`src/rtl/wdog_pkg.sv`:
```
package wdog_pkg;

  // Asynchronous control inputs that restart the count.
  typedef struct packed {
    logic cfail;
    logic slp;
    logic clr;
  } wdog_ctl_s;

  localparam int CTL_W = $bits(wdog_ctl_s);

endpackage

```
`src/rtl/wdog_sync.sv`:
```
module wdog_sync #(
  parameter int WIDTH  = 3,
  parameter int STAGES = 2
) (
  input  logic             clk,
  input  logic             rst,
  input  logic [WIDTH-1:0] d,
  output logic [WIDTH-1:0] q
);

  logic [STAGES-1:0][WIDTH-1:0] stg;

  always_ff @(posedge clk) begin
    if (rst) begin
      stg <= '0;
    end else begin
      stg[0] <= d;
      for (int i = 1; i < STAGES; i++) begin
        stg[i] <= stg[i-1];
      end
    end
  end

  assign q = stg[STAGES-1];

endmodule

```
`src/rtl/wdog_basediv.sv`:
```
module wdog_basediv #(
  parameter int DIV = 128
) (
  input  logic clk,
  input  logic rst,
  input  logic run,
  output logic tick
);

  localparam int CW = $clog2(DIV);
  localparam logic [CW-1:0] LAST = CW'(DIV - 1);

  logic [CW-1:0] cnt;

  assign tick = run && (cnt == LAST);

  always_ff @(posedge clk) begin
    if (rst || !run) begin
      cnt <= '0;
    end else if (tick) begin
      cnt <= '0;
    end else begin
      cnt <= cnt + CW'(1);
    end
  end

endmodule

```
`src/rtl/wdog_postscale.sv`:
```
module wdog_postscale #(
  parameter int SEL_W = 4
) (
  input  logic             clk,
  input  logic             rst,
  input  logic             run,
  input  logic             tick,
  input  logic [SEL_W-1:0] sel,
  output logic             fire
);

  localparam int PS_W = (1 << SEL_W) - 1;

  logic [PS_W-1:0] cnt;
  logic [PS_W-1:0] limit;
  logic [PS_W:0]   pow;
  logic [PS_W:0]   pow_m1;

  // Limit is 2^sel - 1 ticks already counted.
  always_comb begin
    pow      = '0;
    pow[sel] = 1'b1;
    pow_m1   = pow - (PS_W+1)'(1);
    limit    = pow_m1[PS_W-1:0];
  end

  assign fire = tick && (cnt >= limit);

  always_ff @(posedge clk) begin
    if (rst || !run) begin
      cnt <= '0;
    end else if (fire) begin
      cnt <= '0;
    end else if (tick) begin
      cnt <= cnt + PS_W'(1);
    end
  end

endmodule

```
`src/rtl/wdog_top.sv`:
```
module wdog_top
  import wdog_pkg::*;
#(
  parameter int BASE_DIV    = 128,
  parameter int SEL_W       = 4,
  parameter int SYNC_STAGES = 2
) (
  input  logic             clk,
  input  logic             rst,
  input  logic             cfg_force_on,
  input  logic [SEL_W-1:0] period_sel,
  input  logic             sw_en_we,
  input  logic             sw_en_wd,
  output logic             sw_en_q,
  input  logic             clr_stb,
  input  logic             sleep_stb,
  input  logic             clk_fail,
  input  logic             asleep,
  output logic             rst_req,
  output logic             wake_req,
  output logic             to_flag
);

  wdog_ctl_s ctl_raw;
  wdog_ctl_s ctl_s;
  logic      restart;
  logic      enabled;
  logic      run;
  logic      tick;
  logic      fire;

  assign ctl_raw = '{cfail: clk_fail, slp: sleep_stb, clr: clr_stb};

  wdog_sync #(
    .WIDTH (CTL_W),
    .STAGES(SYNC_STAGES)
  ) u_sync (
    .clk(clk),
    .rst(rst),
    .d  (ctl_raw),
    .q  (ctl_s)
  );

  assign restart = ctl_s.clr | ctl_s.slp | ctl_s.cfail;
  assign enabled = cfg_force_on | sw_en_q;
  assign run     = enabled & ~restart;

  always_ff @(posedge clk) begin
    if (rst) begin
      sw_en_q <= 1'b0;
    end else if (sw_en_we) begin
      sw_en_q <= sw_en_wd;
    end
  end

  wdog_basediv #(
    .DIV(BASE_DIV)
  ) u_base (
    .clk (clk),
    .rst (rst),
    .run (run),
    .tick(tick)
  );

  wdog_postscale #(
    .SEL_W(SEL_W)
  ) u_post (
    .clk (clk),
    .rst (rst),
    .run (run),
    .tick(tick),
    .sel (period_sel),
    .fire(fire)
  );

  always_ff @(posedge clk) begin
    if (rst) begin
      rst_req  <= 1'b0;
      wake_req <= 1'b0;
      to_flag  <= 1'b0;
    end else begin
      rst_req  <= fire & ~asleep;
      wake_req <= fire & asleep;
      if (ctl_s.clr || ctl_s.slp) begin
        to_flag <= 1'b0;
      end else if (fire) begin
        to_flag <= 1'b1;
      end
    end
  end

endmodule

```
`config.mk`:
```
export PLATFORM = sky130hd
export DESIGN_NAME = wdog_top
export DESIGN_NICKNAME = d
export VERILOG_FILES = /design/src/rtl/wdog_pkg.sv /design/src/rtl/wdog_sync.sv /design/src/rtl/wdog_basediv.sv /design/src/rtl/wdog_postscale.sv /design/src/rtl/wdog_top.sv
export SDC_FILE = /design/constraint.sdc
export NUM_CORES = 1
export LEC_CHECK = 0
export ABC_AREA = 1
export BUFFER_PORTS_ARGS = -buffer_cell sky130_fd_sc_hd__buf_4
export CORE_ASPECT_RATIO = 0.5
export CORE_MARGIN = 5
export CORE_UTILIZATION = 60
export CTS_CLUSTER_DIAMETER = 30
export DETAILED_ROUTE_END_ITERATION = 12
export PLACE_DENSITY = 0.8
export SYNTH_ARGS = -nofsm -noshare
export SYNTH_HDL_FRONTEND = slang
export SYNTH_HIERARCHICAL = 1
export SYNTH_SLANG_ARGS = --single-unit
```
`constraint.sdc`:
```
create_clock -name clk -period 6.18 [get_ports clk]
set_clock_uncertainty 0.15 [all_clocks]
set_input_delay 0.309 -clock clk [delete_from_list [all_inputs] [get_ports clk]]
set_output_delay 0.309 -clock clk [all_outputs]
set_load 0.05 [all_outputs]
```
* After elaboration in Yosys (flattened, before gate mapping) *
Index checks and enable logic that the tools add are counted.

operators by class
  add/sub/neg operators = 3
  magnitude comparators = 3
  eq/ne operators = 1
  muxes and demuxes = 2
  bitwise logic cells = 8
  reductions and logical operators = 9

operator list
  cell                   number
  $add 15x1->15 const B  1
  $ge 15x15->1           1
  $sub 15x1->15 const B  1
  $add 7x1->7 const B    1
  $eq 7x7->1 const B     1
  $reduce_or 2->1        3
  $lt 4x5->1 const B     1
  $demux 1 s4            1
  $ge 4x1->1 const B     1
  $and 1x1->1            3
  $logic_and 1x1->1      3
  $or 1x1->1             3
  $logic_or 1x1->1       2
  $not 1->1              2
  $logic_not 1->1        1
  $mux 1                 1

storage, ports and cells
  flip-flop bits (word level) = 32
  bits of input ports = 13
  output and inout bits = 4
  logic and storage cells = 34

* Longest topological paths before layout *
  word-level depth = 8
  mapped depth = 20
  depth with buffers taken out = 19

* Modules after synthesis *
Netlist, hierarchy kept.

modules (own cells, without submodules)
  module          instances  cells each  area an instance (sq um)  sequential area each (sq um)
  wdog_postscale  1          198         1351.3                    300.3
  wdog_basediv    1          39          327.8                     140.1
  wdog_sync       1          21          187.7                     120.1
  wdog_top        1          22          150.1                     80.1

* Least setup slack after synthesis *
OpenSTA, ideal clock, no wires.

  path kind = input to register
  start = input period_sel[3]
  end = register u_post.cnt[4]
  library setup time = 116 ps
  data arrival time = 2344 ps
  data required time = 5914 ps
  setup slack = 3570 ps
  stages on the path = 20
  path buffers = 2
  path through = clkbuf_2 > nor2_4 > nand2_1 > ha_1 > nand2_2 > nor2_1 > o21ai_0 > nor2_1 > a21oi_1 > ha_1 > nand2_1 > nor2_1 > nand2_1 > nor2_1 > nor2_1 > nand3_1 > nand2_1 > nand2_2 > buf_6 > nor2_1

between the ends
  word-level cells in the longest chain between the ends = 8
  elaborated cells between the ends (all ways) = 9
  classes of those cells = 1 x add/sub; 3 x order compare; 2 x mux; 3 x reduce/logical

RTL lines
  element                                                         RTL line              source
  start: declaration                                              wdog_top.sv:11        input logic [SEL_W-1:0] period_sel,
  $lt 4x5->1 (not written as such) or $ge 4x1->1 (tied branches)  wdog_postscale.sv:22  pow[sel] = 1'b1;
  $logic_and 1x1->1 (not written as such)                         wdog_postscale.sv:22
  $mux 1 (not written as such)                                    wdog_postscale.sv:22
  $demux 1 s4 *                                                   -
  $sub 15x1->15 *                                                 wdog_postscale.sv:23  pow_m1 = pow - (PS_W+1)'(1);
  $ge 15x15->1 *                                                  wdog_postscale.sv:27  assign fire = tick && (cnt >= limit);
  $logic_and 1x1->1 *                                             wdog_postscale.sv:27
  $reduce_or 2->1 (no line) *                                     -
  end signal: assignment                                          wdog_postscale.sv:35  cnt <= cnt + PS_W'(1);
  end: declaration                                                wdog_postscale.sv:14  logic [PS_W-1:0] cnt;

Every way passes the cells marked *; elsewhere a longest branch is shown, timed or not.
A chain may end at the register's enable or synchronous reset.

* Final worst setup path *
  start = input period_sel[1]
  end = register u_post.cnt[0]

Same word-level chain as after synthesis.

==> results_dict.tcl <==
set metrics [dict create \
    place_area_um2 2140 \
    gp_congestion 0.779 \
    period_minus_slack_ns 2.65 \
    clockBufferDepth 2 \
    worstMarginPinSlew_ns 0.285 \
    async_flop_share_pct 0 \
    rr_startpoint "u_sync/q[1]" \
    finalInstanceArea_um2 2220 \
    antenna_found_initial 0 \
    wirelength_um 3680 \
    synthesis.area_um2 2020 \
    total_power_uw 405 \
    antenna_cells 0 \
    hp-start "asleep" \
    cts_sinks 32 \
    rsz0062_at_grt "no" \
    status "complete, no violations" \
    p_leak_nw 1.02 \
    synth_largest_area_cell "dfxtp_1" \
    holdPathEnd "rst_req" \
    core_area_um2 3120 \
    holdPathStages 2 \
    area_delta_synth_final_pct 9.99 \
    fp-row-count 14 \
    port_buffers 16 \
    grtUsageTotal_pct 17.4 \
    drive_gt1_share_pct 15.2 \
    seq_area_frac_synth_pct 31.8 \
    power_density_nw_per_um2 182 \
    synth-edff-count 0 \
    drt-vias-per-instance 4.93 \
    dieWidth_um 92.0 \
    fillers 259 \
    slew_violations 0 \
    overflow 0 \
    fin_crit_sh_pct 42.8 \
    worstPathRequired_ns 6.19 \
    min_path_type "input port to flop" \
    die_y_um 51.0 \
    grt_pass1_wl_um 6600 \
    hold_buffers 0 \
    cp-start-kind "input port" \
    drt_iter0_drc 78 \
    top_layer "met4" \
    ff2ff_setup_slack_ns 4.04 \
    clk_pin_slew_ns 0.06 \
    finalHoldViolations 0 \
    timing.setup.tns_ns 0 \
    syn-num-nets 311 \
    cts_max_level 2 \
    syn_area_per_cell_um2 7.20 \
    final_nets 328 \
    ios 17 \
    post_cts_buffers 0 \
    synth_seq_cells 32 \
    wl_met2_um 1740 \
    r2r-end "u_post/cnt[12]" \
    final_util_pct 71.1 \
    wl_met3_um 163 \
    worstRegToRegCells 14 \
    hold_slack_ns 0.0454 \
    cts_resized 0 \
    seq_area_um2 641 \
    yosysUniqueCellTypes 25 \
    multi_input_comb_area_um2 1180 \
    syn_inst 280 \
    cts-buffers-inserted 5 \
    clock_latency_ns 0.28 \
    wl_per_cell_um 10.9 \
    synth_area_leaders "dfxtp_1 32%, ha_1 11%, nand2_1 11%" \
    ant_nets 0 \
    drc 0 \
    relSlewSlack_pct 80.9 \
    synth_flop_cell "dfxtp_1" \
    wirelength_met1_um 1760 \
    max_freq_mhz 378 \
    ys_warn_count 6 \
    cap_violations 0 \
    grt_max_degree 16 \
    setup_viol 0 \
    grt_pass1_vias 1561 \
    clock-root-buffer "clkbuf_8" \
    vdd_drop_max_mv 0.170 \
    vias 1662 \
    worstPathArrival_ns 2.66 \
    dr.pass1.iters 4 \
    die_area_um2 4690 \
    synthDominantCellAreaShare_pct 31.8 \
    start_util_pct 64.7 \
    dp_hpwl_um 2940 \
    cts_tree "done" \
    cp_max_fo 15 \
    critical_path.endpoint_type "flop" \
    path_class "input port to flop" \
]
metrics by stage:
stage / worst slack, ns / instances
after CTS: 3.57 / 337
final: 3.53 / 337
after global routing: 3.29 / 337
after detailed placement: 3.27 / 330
after floorplan: 3.57 / 280
after global placement: 3.40 / 330
per-layer routing:
metal  up-vias  GRT usage, %
li1        889             -
met1       741          20.9
met2        30          31.4
met3         2          4.99
met4         0          3.94
met5         -             0
synth_stat cells (all sizes together), types with 2 or more instances:
cell / n
dfxtp: 32
nand3: 12
o21ai: 4
buf: 5
inv: 39
nor2: 67
nand2: 64
ha: 18
nand3b: 2
xor2: 12
xnor2: 6
nor3: 2
a21oi: 12
flip-flops by register name, summed over array words and instances (netlist names):
register,count
rst_req,1
u_sync/q,3
wake_req,1
u_sync/stg,3
sw_en_q,1
to_flag,1
u_base/cnt,7
u_post/cnt,15
report_power, final:
group | total [mW] | switching [mW] | internal [mW]
Clock | 0.146 | 0.0692 | 0.0763
Combinational | 0.0482 | 0.0298 | 0.0184
Sequential | 0.211 | 0.00153 | 0.209
cells in the final DEF, fill, tap and decap left out, types with 2 or more instances in the layout:
cell type,instances
nand2_1,57
nor2_1,54
inv_1,39
dfxtp_1,32
ha_1,18
buf_4,16
a21oi_1,12
xor2_1,12
nand3_1,9
nor2_4,7
nor2_2,6
nand2_2,6
xnor2_1,6
clkbuf_8,5
o21ai_0,4
nand3_2,2
nand3b_1,2
nor3_1,2
cell families (layout without fill, tap and decap cells):
logic type / after synthesis / count (layout) / share of synthesized area, %
compound gates: 18 / 18 / 4.72
xor+xnor: 18 / 18 / 7.82
fa+ha+maj: 18 / 18 / 11.2
buf+inv: 45 / 62 / 9.55
flops: 32 / 32 / 31.8
mux: 1 / 1 / 0.496
simple gates: 148 / 148 / 34.5
worst max-delay path by stage:
stage                   from        endpoint  slack, ns  cells after the start
2_1_floorplan  period_sel[3]   u_post/cnt[4]       3.57                     20
3_3_place_gp   period_sel[1]   u_post/cnt[8]       3.40                     19
3_5_place_dp   period_sel[1]   u_post/cnt[0]       3.27                     19
4_1_cts        period_sel[1]   u_post/cnt[0]       3.57                     19
5_1_grt        period_sel[1]  u_post/cnt[13]       3.29                     19
6_report       period_sel[1]   u_post/cnt[0]       3.53                     19
cell type report:
cell class                      count  share of cell area [%]
Clock buffer                        6                    3.27
Clock inverter                      1                   0.226
Inverter                           39                    6.60
Multi-Input combinational cell    203                    53.4
Sequential cell                    32                    28.9
Tap cell                           40                    2.26
Timing Repair Buffer               16                    5.41
worst max-delay path, cell delays in order:
cell and delay (ns):
buf_4 0.12, inv_1 0.09, nand3_1 0.11, ha_1 0.26, nand2_2 0.13, nor2_1 0.16
o21ai_0 0.12, nor2_1 0.10, a21oi_1 0.05, ha_1 0.30, nand2_1 0.07, nor2_1 0.14
nand2_1 0.07, nor2_1 0.10, nor2_1 0.04, nand3_1 0.07, nand2_1 0.08, nand2_2 0.25
nor2_1 0.08
Power figures use the tool's default switching activity.
